**config.mk**
```make
export PLATFORM = sky130hd
export DESIGN_NAME = hdlc_frame_tx
export DESIGN_NICKNAME = d
export VERILOG_FILES = /design/src/rtl/hdlc_tx_pkg.sv /design/src/rtl/hdlc_tx_fcs.sv /design/src/rtl/hdlc_tx_symsel.sv /design/src/rtl/hdlc_frame_tx.sv
export SDC_FILE = /design/constraint.sdc
export NUM_CORES = 1
export LEC_CHECK = 0
export ABC_CLOCK_PERIOD_IN_PS = 3150
export BUFFER_PORTS_ARGS = -buffer_cell sky130_fd_sc_hd__buf_2
export CAP_MARGIN = 20
export CORE_AREA = 2 2 58 115
export CTS_CLUSTER_DIAMETER = 100
export DETAILED_ROUTE_END_ITERATION = 8
export DIE_AREA = 0 0 60 117
export PLACE_DENSITY_LB_ADDON = 0.15
export SYNTH_ARGS = -nofsm -noshare
export SYNTH_HDL_FRONTEND = slang
export SYNTH_SLANG_ARGS = --single-unit
```
**constraint.sdc**
```tcl
create_clock -name clk -period 3.15 [get_ports clk]
set_input_delay 0.1575 -clock clk [delete_from_list [all_inputs] [get_ports clk]]
set_output_delay 0.1575 -clock clk [all_outputs]
set_load 0.005 [all_outputs]
```
**src/rtl/hdlc_tx_pkg.sv**
```systemverilog
package hdlc_tx_pkg;
  typedef enum logic [2:0] {
    SYM_FILL, SYM_OPEN, SYM_DATA, SYM_FCS, SYM_CLOSE, SYM_ABORT
  } sym_e;

  localparam int SYM_W = 16;
  localparam int LIM_W = $clog2(SYM_W);
  localparam int CNT_W = LIM_W + 1;

  localparam logic [1:0] FILL_IDLE = 2'b00;
  localparam logic [1:0] FILL_FLAG = 2'b01;
  localparam logic [1:0] FILL_GOAHEAD = 2'b10;

  localparam logic [7:0] FLAG_BYTE = 8'h7E;
  localparam logic [7:0] ABORT_BYTE = 8'hFF;
  localparam int GA_LEN = 9;
  localparam logic [GA_LEN-1:0] GA_SYMBOL = 9'h0FE;

  localparam int FCS_W = 16;
  localparam logic [FCS_W-1:0] FCS_PRESET = 16'hFFFF;
  localparam logic [FCS_W-1:0] FCS_POLY_LSB = 16'h8408;
endpackage

```
**src/rtl/hdlc_tx_fcs.sv**
```systemverilog
module hdlc_tx_fcs import hdlc_tx_pkg::*; #(
  parameter int W = FCS_W,
  parameter logic [W-1:0] POLY = FCS_POLY_LSB,
  parameter logic [W-1:0] PRESET = FCS_PRESET
) (
  input  logic         clk,
  input  logic         rst_n,
  input  logic         clear,
  input  logic         advance,
  input  logic         din,
  output logic [W-1:0] crc
);
  logic         fb;
  logic [W-1:0] shifted;

  assign fb      = crc[0] ^ din;
  assign shifted = {1'b0, crc[W-1:1]};

  always_ff @(posedge clk) begin
    if (!rst_n || clear) crc <= PRESET;
    else if (advance)    crc <= fb ? (shifted ^ POLY) : shifted;
  end
endmodule

```
**src/rtl/hdlc_tx_symsel.sv**
```systemverilog
module hdlc_tx_symsel import hdlc_tx_pkg::*; (
  input  sym_e             prev_st,
  input  logic             prev_last,
  input  logic [1:0]       fill_mode,
  input  logic             in_valid,
  input  logic [7:0]       in_data,
  input  logic             in_first,
  input  logic             in_last,
  input  logic             in_abort,
  input  logic [FCS_W-1:0] fcs_word,
  output sym_e             nxt_st,
  output logic [SYM_W-1:0] nxt_sh,
  output logic [LIM_W-1:0] nxt_lim,
  output logic             nxt_last,
  output logic             take
);
  localparam logic [LIM_W-1:0] LIM_BYTE = LIM_W'(7);
  localparam logic [LIM_W-1:0] LIM_GA   = LIM_W'(GA_LEN - 1);
  localparam logic [LIM_W-1:0] LIM_FCS  = LIM_W'(FCS_W - 1);

  logic between;
  logic need_byte;

  assign between   = (prev_st == SYM_FILL) || (prev_st == SYM_CLOSE) || (prev_st == SYM_ABORT);
  assign need_byte = (prev_st == SYM_OPEN) || ((prev_st == SYM_DATA) && !prev_last);

  always_comb begin
    nxt_st   = SYM_FILL;
    nxt_sh   = SYM_W'(1);
    nxt_lim  = '0;
    nxt_last = 1'b0;
    take     = 1'b0;
    if (between) begin
      if (fill_mode == FILL_GOAHEAD) begin
        nxt_sh  = SYM_W'(GA_SYMBOL);
        nxt_lim = LIM_GA;
      end else if (in_valid && in_first) begin
        nxt_st  = SYM_OPEN;
        nxt_sh  = SYM_W'(FLAG_BYTE);
        nxt_lim = LIM_BYTE;
      end else begin
        take = in_valid;
        if (fill_mode == FILL_FLAG) begin
          nxt_sh  = SYM_W'(FLAG_BYTE);
          nxt_lim = LIM_BYTE;
        end
      end
    end else if (need_byte) begin
      take = in_valid;
      if (!in_valid || in_abort) begin
        nxt_st  = SYM_ABORT;
        nxt_sh  = SYM_W'(ABORT_BYTE);
        nxt_lim = LIM_BYTE;
      end else begin
        nxt_st   = SYM_DATA;
        nxt_sh   = SYM_W'(in_data);
        nxt_lim  = LIM_BYTE;
        nxt_last = in_last;
      end
    end else if (prev_st == SYM_DATA) begin
      nxt_st  = SYM_FCS;
      nxt_sh  = SYM_W'(fcs_word);
      nxt_lim = LIM_FCS;
    end else begin
      nxt_st  = SYM_CLOSE;
      nxt_sh  = SYM_W'(FLAG_BYTE);
      nxt_lim = LIM_BYTE;
    end
  end
endmodule

```
**src/rtl/hdlc_frame_tx.sv**
```systemverilog
module hdlc_frame_tx import hdlc_tx_pkg::*; #(
  parameter int STUFF_RUN = 5
) (
  input  logic       clk,
  input  logic       rst_n,
  input  logic       bit_en,
  input  logic [1:0] fill_mode,
  input  logic       in_valid,
  output logic       in_ready,
  input  logic [7:0] in_data,
  input  logic       in_first,
  input  logic       in_last,
  input  logic       in_abort,
  output logic       tx_bit,
  output logic       tx_eop
);
  localparam int OW = $clog2(STUFF_RUN + 1);
  localparam logic [OW-1:0] RUN_MAX = OW'(STUFF_RUN);

  sym_e             st_q, n_st, cur_st;
  logic [SYM_W-1:0] sh_q, n_sh, cur_sh;
  logic [LIM_W-1:0] lim_q, n_lim, cur_lim;
  logic [CNT_W-1:0] cnt_q, cur_cnt;
  logic             last_q, n_last, cur_last;
  logic             empty_q, n_take;
  logic [OW-1:0]    ones_q, ones_nx;
  logic [FCS_W-1:0] crc_q;
  logic             body, stuff, bit_out, at_end, finish, eop_nx;
  logic             crc_clr, crc_adv;

  hdlc_tx_symsel u_sel (
    .prev_st   (st_q),
    .prev_last (last_q),
    .fill_mode (fill_mode),
    .in_valid  (in_valid),
    .in_data   (in_data),
    .in_first  (in_first),
    .in_last   (in_last),
    .in_abort  (in_abort),
    .fcs_word  (~crc_q),
    .nxt_st    (n_st),
    .nxt_sh    (n_sh),
    .nxt_lim   (n_lim),
    .nxt_last  (n_last),
    .take      (n_take)
  );

  hdlc_tx_fcs u_fcs (
    .clk     (clk),
    .rst_n   (rst_n),
    .clear   (crc_clr),
    .advance (crc_adv),
    .din     (bit_out),
    .crc     (crc_q)
  );

  // At a symbol boundary the freshly chosen symbol emits its first bit at once.
  assign cur_st   = empty_q ? n_st   : st_q;
  assign cur_sh   = empty_q ? n_sh   : sh_q;
  assign cur_lim  = empty_q ? n_lim  : lim_q;
  assign cur_last = empty_q ? n_last : last_q;
  assign cur_cnt  = empty_q ? '0     : cnt_q;

  assign in_ready = rst_n && bit_en && empty_q && n_take;

  assign body    = (cur_st == SYM_DATA) || (cur_st == SYM_FCS);
  assign stuff   = body && (ones_q == RUN_MAX);
  assign bit_out = stuff ? 1'b0 : cur_sh[cur_cnt[LIM_W-1:0]];
  assign at_end  = (cur_cnt == {1'b0, cur_lim});

  always_comb begin
    if (!body || stuff)  ones_nx = '0;
    else if (bit_out)    ones_nx = ones_q + 1'b1;
    else                 ones_nx = '0;
  end

  assign finish  = stuff ? (cur_cnt > {1'b0, cur_lim}) : (at_end && (ones_nx != RUN_MAX));
  assign eop_nx  = ((cur_st == SYM_CLOSE) || (cur_st == SYM_ABORT)) && at_end;
  assign crc_clr = bit_en && empty_q && (n_st == SYM_OPEN);
  assign crc_adv = bit_en && (cur_st == SYM_DATA) && !stuff;

  always_ff @(posedge clk) begin
    if (!rst_n) begin
      st_q    <= SYM_FILL;
      sh_q    <= '0;
      lim_q   <= '0;
      cnt_q   <= '0;
      last_q  <= 1'b0;
      empty_q <= 1'b1;
      ones_q  <= '0;
      tx_bit  <= 1'b1;
      tx_eop  <= 1'b0;
    end else if (bit_en) begin
      st_q   <= cur_st;
      sh_q   <= cur_sh;
      lim_q  <= cur_lim;
      last_q <= cur_last;
      ones_q <= ones_nx;
      tx_bit <= bit_out;
      tx_eop <= eop_nx;
      if (finish) begin
        empty_q <= 1'b1;
        cnt_q   <= '0;
      end else begin
        empty_q <= 1'b0;
        cnt_q   <= stuff ? cur_cnt : cur_cnt + 1'b1;
      end
    end
  end
endmodule

```
==> results of run 1 <==
## layout by cell type, fill, tap and decap left out, types with 3 or more instances in the layout
| master | n |
|---|---|
| a2111oi_2 | 3 |
| a211o_1 | 3 |
| a21boi_1 | 4 |
| a21o_1 | 3 |
| a21oi_1 | 23 |
| a22oi_1 | 4 |
| a31oi_1 | 3 |
| a32oi_1 | 3 |
| and2_1 | 3 |
| and3_1 | 3 |
| buf_2 | 19 |
| buf_4 | 7 |
| clkbuf_16 | 5 |
| dfxtp_1 | 51 |
| ha_1 | 7 |
| inv_1 | 10 |
| mux2_1 | 3 |
| mux2i_1 | 15 |
| nand2_1 | 37 |
| nand2b_1 | 4 |
| nand3_1 | 6 |
| nor2_1 | 17 |
| nor2b_1 | 16 |
| nor3_1 | 15 |
| o21a_1 | 6 |
| o21ai_0 | 18 |
| o21ai_1 | 5 |
| o22ai_1 | 5 |
| xor2_1 | 5 |
## routing by layer
metal | vias up | routed length [µm] | global-route usage, %
met5 | - | 0 | 0
met1 | 1165 | 3050 | 28.2
li1 | 1265 | - | -
met4 | 0 | 338 | 12.1
met2 | 82 | 3370 | 35.6
met3 | 24 | 311 | 3.63
## worst paths after layout
path         slack (ps)  cells past startpoint       end       start
max                 350                     13   empty_q     st_q[0]
min                 180                      3   sh_q[1]  in_data[1]
min reg2reg         460                      1  lim_q[1]    lim_q[1]
max reg2reg         350                     13   empty_q     st_q[0]
## registers in the layout, summed over array words and instances (netlist names)
register and flops:
tx_eop 1, sh_q 16, st_q 3, ones_q 3, lim_q 4, last_q 1
tx_bit 1, u_fcs.crc 16, cnt_q 5, empty_q 1
## cell families after synthesis
group                    count (synthesis)  share of synthesized area, %
multiplexers                            21                          7.65
AO/OA/AOI/OAI                          105                          26.9
flip-flops                              51                          34.1
adder cells (fa/ha/maj)                  7                          2.93
buffers and inverters                   33                          5.86
XOR/XNOR                                 8                          3.26
AND/OR/NAND/NOR                        114                          19.3
## report_power, final
part / total [mW] / internal [mW] / switching [mW]
Clock: 0.544 / 0.298 / 0.246
Combinational: 0.251 / 0.103 / 0.148
Sequential: 0.694 / 0.668 / 0.0258
Total: 1.49 / 1.07 / 0.419
## per-stage QoR
step                util (%)  worst slack, ps  total power [mW]
floorplan                  -              710             0.895
global placement        50.3              500             0.952
detailed placement      50.3              352             0.959
CTS                     52.7              351              1.50
global route            52.7             63.8              1.57
finish                  52.7              346              1.49
## worst max-delay path, delay by kind of cell, from the launching register on
kind                     cells  cell delay, ps
AO/OA/AOI/OAI                6            1040
AND/OR/NAND/NOR              6             800
flip-flops                   1             550
adder cells (fa/ha/maj)      1             320
## area by class of cell
cell class              instances  share of cell area (%)
clock inverters                 2                   0.536
well taps                      86                    3.29
flip-flops and latches         51                    31.2
clock buffers                   6                    3.94
multi-input cells             255                    54.9
inverters                      13                    1.53
repair buffers                 26                    4.52
==> metrics.cfg, run 1 <==
[run_status]
status = completed

[timing]
worst_pin_slew_ps = 931
tns_ps = 0
clock.fmax_ghz = 0.357
min_period_ps = 2800
slew_violations = 0
setup_violations = 0
rsz0062_at_grt = false
max_slew_margin_pct = 37.9
hold_viol = 0
fin_crit_sh_pct = 89.0
finalClockSkew_ps = 3.50
whs_ps = 180

[global_routing]
grt_pass1_wl_um = 11900
grt_pass1_vias = 2428
antenna_found_initial = 0
grt_max_degree = 31
track_usage_pct = 22.4
overflow = 0

[yosys]
synthCells = 339
synth.distinct_cells = 69
yosysTopAreaCellShare_pct = 34.1
synthTopCellsByArea = dfxtp_1 34%, mux2i_1 5.0%, nand2_1 4.6%
ys_ff_latch = 51
syn-num-nets = 363
synth_area_um2 = 2990
synth-async-reset-ratio_pct = 0
ys_seq_area_share_pct = 34.1
ys_top_cells_by_count = 51 x dfxtp_1, 37 x nand2_1, 23 x a21oi_1
synth_edf_count = 0
synth.most_common_cell = dfxtp_1
synth.avg_cell_area_um2 = 8.82
yosysWarnings = 0
yosys.area.top_type = dfxtp_1
synth_top_flop_cell = dfxtp_1

[detailed_routing]
drc_errors = 0
drt_wl_total_um = 7070
wl_per_cell_um = 16.1
viasPerCell = 5.78
antenna_left = 0
drt_iter0_drc = 163
drt_pass1_iterations = 4
num_vias = 2536

[setup_path]
critical_path_class = flip-flop to flip-flop
crit_path_cell_trace = nand2b_1, nand2_1, nor2_1, nand2_1, o21ai_0, ha_1, nor2b_1, o21a_1, o21a_1, o21ai_0, a211o_1, nand2_1, a211o_1
path_max_fanout = 11
path_common_cell = nand2_1
required_ps = 3330
cp-end-kind = flip-flop
critPathMaxStageDelay_ps = 550
slowest_stage = dfxtp_1
worstPathArrival_ps = 2990
critPathLaunchType = flip-flop

[clocking]
htreeDepth = 2
cts_resized = 0
cts_root_buf = clkbuf_16
cts_tree = yes
cts_max_path_buffers = 2
post_cts.repair.setup_buffers = 0
cts_buffers = 5
worstSkewPairLatency_ps = 290
cts_hold_buf = 0
cts.sinks = 51
path_clk_slew_ps = 70

[finish]
multi_input_area_um2 = 1800
antenna_cells = 0
synthToLayoutAreaGrowth_pct = 9.24
layout.cells.non_filler = 439
num-fill-cells = 614
drive_above_1_share_pct = 15.6
num-nets-final = 376
seq_area_um2 = 1020
design_area_um2 = 3270

[job]
max_cap_violations = 0

[floorplanning]
io_pins = 20
die_x_um = 60
die_area_um2 = 7020
core-area_um2 = 6210
die_height_um = 117
rows = 41
start_util_pct = 48.2

[pwr]
leakage_nw = 1.33
ir_drop_mv = 0.401
p_per_area_nw_per_um2 = 456

[min_path]
holdCritPathClass = input pin to flip-flop

[place]
gp_congestion = 0.918
place_inst = 431
placed_cell_area_um2 = 3120
hpwl_um = 5370
port_buffers = 19

Power figures use the tool's default switching activity.
==> run 2, diff against run 1 <==
--- a/config.mk
+++ b/config.mk
@@ -8,10 +8,13 @@
 export ABC_CLOCK_PERIOD_IN_PS = 3150
 export BUFFER_PORTS_ARGS = -buffer_cell sky130_fd_sc_hd__buf_2
 export CAP_MARGIN = 20
-export CORE_AREA = 2 2 58 115
+export CELL_PAD_IN_SITES_DETAIL_PLACEMENT = 1
+export CELL_PAD_IN_SITES_GLOBAL_PLACEMENT = 1
+export CORE_AREA = 2 2 61 120
 export CTS_CLUSTER_DIAMETER = 100
 export DETAILED_ROUTE_END_ITERATION = 8
-export DIE_AREA = 0 0 60 117
+export DIE_AREA = 0 0 63 122
+export GPL_TIMING_DRIVEN = 0
 export PLACE_DENSITY_LB_ADDON = 0.15
 export SYNTH_ARGS = -nofsm -noshare
 export SYNTH_HDL_FRONTEND = slang
==> run 2 against run 1 <==
  * Sequential share of layout area shrank 0.74 points
  * Clock skew rose by 7.7 ps
  * Die area rose by 9.5%
  * Clock-buffer cell count unchanged
  * Highest routed layer unchanged
  * Largest cell class unchanged
  * Sequential power down 1%
==> metrics.cfg, run 2 (same netlist as run 1, synthesis figures left out) <==
[run_status]
status = completed

[clocking]
cts.sinks = 51  ; unchanged
cts_buffers = 5  ; unchanged
cts_tree = yes
path_clk_slew_ps = 80  ; about the same
post_cts.repair.setup_buffers = 0  ; unchanged
worstSkewPairLatency_ps = 300  ; about the same
cts_root_buf = clkbuf_16
cts_hold_buf = 0  ; unchanged
cts_resized = 0  ; unchanged
cts_max_path_buffers = 2  ; unchanged
htreeDepth = 2  ; unchanged

[finish]
final_common_cell = dfxtp_1
num-nets-final = 388  ; +3.2%
layout.cells.non_filler = 455  ; +3.6%
seq_area_um2 = 1020  ; unchanged
post-route-util_pct = 49.0  ; -3.7 points
multi_input_area_um2 = 1800  ; +0.28%
synthToLayoutAreaGrowth_pct = 11.9
num-fill-cells = 864  ; +41%
drive_above_1_share_pct = 15.9  ; +0.31 points
reg_top3 = sh_q (16), u_fcs.crc (16), cnt_q (5)
layout_common_cells = 51 x dfxtp_1, 37 x nand2_1, 23 x a21oi_1
antenna_cells = 0  ; unchanged

[pwr]
leakage_nw = 1.36  ; +1.8%
p_per_area_nw_per_um2 = 457  ; +0.32%
design_power_total_mw = 1.53  ; +2.7%
ir_drop_mv = 0.369  ; -8.0%

[floorplanning]
io_pins = 20  ; unchanged
start_util_pct = 43.8  ; -4.4 points
die_height_um = 122  ; +4.3%
die_area_um2 = 7690  ; +9.5%
core-area_um2 = 6830  ; +10%
die_x_um = 63  ; +5.0%
rows = 43  ; +4.9%

[setup_path]
critPathMaxStageDelay_ps = 380  ; -170 ps
critPathLaunchType = flip-flop
path_common_cell = nand2_1
required_ps = 3330  ; about the same
slowest_stage = dfxtp_1
path_max_fanout = 10  ; -1
cp-end-kind = flip-flop
worstPathArrival_ps = 3190  ; +200 ps
critical_path_class = flip-flop to flip-flop
crit_path_cell_trace = clkbuf_4, clkinv_2, nand2_1, nor2_1, nand2_1, o21ai_0, ha_1, nor2b_1, o21a_1, o21a_1, o21ai_0, a211o_1, nand2_1, a2111oi_2

[job]
max_cap_violations = 0  ; unchanged

[timing]
finalClockSkew_ps = 11.2  ; +7.74 ps
min_period_ps = 3000  ; +200 ps
clock.fmax_ghz = 0.333  ; -6.7%
fin_crit_sh_pct = 95.4  ; +6.4 points
hold_viol = 0  ; unchanged
whs_ps = 190  ; +9.54 ps
max_slew_margin_pct = 54.3  ; +16 points
tns_ps = 0  ; unchanged
setup_violations = 0  ; unchanged
slew_violations = 0  ; unchanged
worst_pin_slew_ps = 684  ; -247 ps
rsz0062_at_grt = false

[detailed_routing]
drc_errors = 0  ; unchanged
drt-met1-wl_um = 3480  ; +14%
num_vias = 2657  ; +4.8%
antenna_left = 0  ; unchanged
routed.top_layer = met4
drt_pass1_iterations = 4  ; unchanged
wl_per_cell_um = 19.7  ; +22%
viasPerCell = 5.84  ; +1.1%
wl_met2_um = 4790  ; +42%
drt_wl_total_um = 8960  ; +27%
drt_iter0_drc = 171  ; +4.9%
wl_met3_um = 375  ; +21%

[place]
port_buffers = 18  ; -1
gp_congestion = 0.883  ; -3.8%
hpwl_um = 6790  ; +26%
place_inst = 447  ; +3.7%

[global_routing]
overflow = 0  ; unchanged
antenna_found_initial = 0  ; unchanged
grt_max_degree = 17  ; -45%
track_usage_pct = 24.4  ; +2.1 points
grt_pass1_wl_um = 14500  ; +22%
grt_pass1_vias = 2799  ; +15%

[min_path]
holdCritPathClass = input pin to flip-flop

## run 2: cell count changes in the layout (fill, tap and decap cells not counted), sizes merged
cell	delta
inv	+1
clkbuf	+12
clkinv	-2
clkinvlp	+1
## run 2: critical path: cells and delay by family (launching register included)
kind / cells / cell delay (ps)
simple gates: 5 / 750
compound gates: 6 / 1050
fa+ha+maj: 1 / 320
flops: 1 / 380
buf+inv: 2 / 370
## run 2: worst paths after layout
path	from	end	slack [ps]	cells after the start
min reg2reg	lim_q[1]	lim_q[1]	470	1
max	st_q[1]	cnt_q[1]	150	14
min	in_data[1]	sh_q[1]	190	3
max reg2reg	st_q[1]	cnt_q[1]	150	14
## run 2: power breakdown
| group | internal (mW) | switching [mW] | total [mW] |
|---|---|---|---|
| logic | 0.111 | 0.172 | 0.283 |
| registers | 0.668 | 0.0184 | 0.687 |
| clock network | 0.298 | 0.262 | 0.560 |
| total | 1.08 | 0.452 | 1.53 |
## run 2: per-layer routing
layer	global-route usage (%)	vias up
li1	-	1279
met1	26.8	1289
met2	44.5	67
met3	3.97	22
met4	12.4	0
met5	0	-
## run 2: final cells by class
| cell class | instances | area share (%) |
|---|---|---|
| multi-input combinational | 255 | 53.8 |
| tap | 90 | 3.36 |
| timing repair buffer | 18 | 2.69 |
| buffer | 20 | 3.81 |
| inverter | 13 | 1.50 |
| clock inverter | 2 | 0.486 |
| clock buffer | 6 | 3.85 |
| sequential | 51 | 30.5 |
## run 2: stage by stage
stage                     area (µm²)  setup slack [ps]
final                           3350               146
after global routing            3350              10.9
after detailed placement        3190               171
after global placement          3190               250
after floorplan                 2990               710
after CTS                       3340               118
==> run 3, diff against run 2 <==
--- a/config.mk
+++ b/config.mk
@@ -16,6 +16,7 @@
 export DIE_AREA = 0 0 63 122
 export GPL_TIMING_DRIVEN = 0
 export PLACE_DENSITY_LB_ADDON = 0.15
+export RECOVER_POWER = 50
 export SYNTH_ARGS = -nofsm -noshare
 export SYNTH_HDL_FRONTEND = slang
 export SYNTH_SLANG_ARGS = --single-unit
==> run 3 against run 2 <==
  * Non-clock buffer count did not move
  * Combinational power hardly changed
  * Sequential power hardly changed
  * Register-to-register slack about the same
  * Total power decreased by 0.16%
  * Critical endpoint unchanged
  * Final cell count did not move
  * Critical path type unchanged
  * First-iteration DRC count shrank 2.3%
  * Utilization is 0.35 points lower
  * Worst hold slack is essentially flat
==> metrics.cfg, run 3 (same netlist as run 1, synthesis figures left out) <==
[setup_path]
path_max_fanout = 10  ; unchanged
ff2ff_setup_slack_ps = 160  ; about the same
critPathLaunchType = flip-flop
setup.worst_path.start = st_q[1]
rr_endpoint = cnt_q[1]
worstPathArrival_ps = 3180  ; about the same
critical_path_class = flip-flop to flip-flop
endpoint = cnt_q[1]
r2r_cells = 14  ; unchanged
required_ps = 3330  ; about the same
cp-end-kind = flip-flop
r2r_start = st_q[1]

[clocking]
cts_tree = yes
worstSkewPairLatency_ps = 300  ; about the same
cts.sinks = 51  ; unchanged
htreeDepth = 2  ; unchanged
post_cts.repair.setup_buffers = 0  ; unchanged
cts_hold_buf = 0  ; unchanged
cts_max_path_buffers = 2  ; unchanged
cts_root_buf = clkbuf_16
cts_buffers = 5  ; unchanged
path_clk_slew_ps = 80  ; about the same

[detailed_routing]
drt_iter0_drc = 167  ; -2.3%
drt-met1-wl_um = 3540  ; +1.7%
drc_errors = 0  ; unchanged
wl_per_cell_um = 19.7  ; -0.22%
drt_wl_total_um = 8940  ; -0.22%
num_vias = 2666  ; +0.34%
routed.top_layer = met4
viasPerCell = 5.86  ; +0.34%
antenna_left = 0  ; unchanged
drt_pass1_iterations = 4  ; unchanged
wl_met3_um = 300  ; -20%
wl_met2_um = 4850  ; +1.2%

[finish]
num-nets-final = 388  ; unchanged
synthToLayoutAreaGrowth_pct = 11.1
layout.cells.non_filler = 455  ; unchanged
final_common_cell = dfxtp_1
layout_common_cells = 51 x dfxtp_1, 37 x nand2_1, 24 x a21oi_1
reg_top3 = sh_q (16), u_fcs.crc (16), cnt_q (5)
drive_above_1_share_pct = 13.7  ; -2.2 points
antenna_cells = 0  ; unchanged

[place]
hpwl_um = 6790  ; unchanged
place_inst = 447  ; unchanged
gp_congestion = 0.883  ; unchanged
port_buffers = 18  ; unchanged

[timing]
slew_violations = 0  ; unchanged
max_slew_margin_pct = 50.5  ; -3.8 points
fin_crit_sh_pct = 95.0  ; -0.38 points
rsz0062_at_grt = false
clock.fmax_ghz = 0.334  ; +0.40%
worst_pin_slew_ps = 724  ; +40.5 ps
min_period_ps = 2990  ; -12.0 ps
hold_viol = 0  ; unchanged
finalClockSkew_ps = 11.2  ; -0.0746 ps
whs_ps = 190  ; +0.169 ps
setup_violations = 0  ; unchanged
tns_ps = 0  ; unchanged

[floorplanning]
core-area_um2 = 6830  ; unchanged
io_pins = 20  ; unchanged
die_x_um = 63  ; unchanged
die_area_um2 = 7690  ; unchanged
die_height_um = 122  ; unchanged
start_util_pct = 43.8  ; unchanged
rows = 43  ; unchanged

[global_routing]
overflow = 0  ; unchanged
track_usage_pct = 24.4  ; unchanged
grt_pass1_vias = 2799  ; unchanged
antenna_found_initial = 0  ; unchanged
grt_pass1_wl_um = 14500  ; unchanged
grt_max_degree = 17  ; unchanged

[min_path]
holdPathStages = 3  ; unchanged
holdCritPathClass = input pin to flip-flop

[run_status]
status = completed

[job]
max_cap_violations = 0  ; unchanged

[pwr]
leakage_nw = 1.34  ; -1.2%
ir_drop_mv = 0.368  ; -0.26%
p_per_area_nw_per_um2 = 460  ; +0.56%

-- run 3: power by group --
part	switching (mW)	leakage [nW]	internal (mW)
sequential	0.0183	0.416	0.668
combinational	0.171	0.857	0.108
clock	0.263	0.0675	0.299
-- run 3: final cells by class --
| type | count | area [µm²] |
|---|---|---|
| Buffer | 20 | 125 |
| Clock buffer | 6 | 129 |
| Clock inverter | 2 | 16.3 |
| Fill cell | 866 | 3510 |
| Inverter | 13 | 50.0 |
| Multi-Input combinational cell | 255 | 1780 |
| Sequential cell | 51 | 1020 |
| Tap cell | 90 | 113 |
| Timing Repair Buffer | 18 | 88.8 |
-- run 3: worst max-delay path, stage by stage, from the launching register on --
cell       delay [ps]
dfxtp_1           380
clkbuf_4          240
clkinv_2          130
nand2_1           180
nor2_1            120
nand2_1           110
o21ai_0           100
ha_1              320
nor2b_1           140
o21a_1            160
o21a_1            170
o21ai_0           160
a211o_1           140
nand2_1           190
a2111oi_2         310
-- run 3: worst min path at each step --
| stage | startpoint | end | slack [ps] |
|---|---|---|---|
| 6_report | in_data[1] | sh_q[1] | 190 |
| 5_1_grt | in_data[1] | sh_q[1] | 210 |
| 4_1_cts | in_data[6] | sh_q[6] | 210 |
| 3_5_place_dp | lim_q[1] | lim_q[1] | 450 |
| 3_3_place_gp | lim_q[2] | lim_q[2] | 450 |
| 2_1_floorplan | in_data[7] | sh_q[7] | 360 |
-- run 3: through the flow --
stage / setup slack, ps / util, % / total power [mW] / cell area [µm²]
floorplan: 710 / - / 0.895 / 2990
global placement: 250 / 46.7 / 0.970 / 3190
detailed placement: 171 / 46.7 / 0.979 / 3190
CTS: 118 / 48.9 / 1.54 / 3340
global route: 12.9 / 48.6 / 1.59 / 3320
finish: 158 / 48.6 / 1.53 / 3320
-- run 3: layer usage --
metal	vias to the layer above	global-route usage, %
met1	1312	26.8
met3	16	3.97
li1	1283	-
met4	0	12.4
met2	55	44.5
met5	-	0
-- run 3: what timing repair did --
action | 4_1_cts | 5_1_grt
resized for setup | 0 | 2
setup endpoints to repair | 0 | 3
hold endpoints to repair | 0 | 0
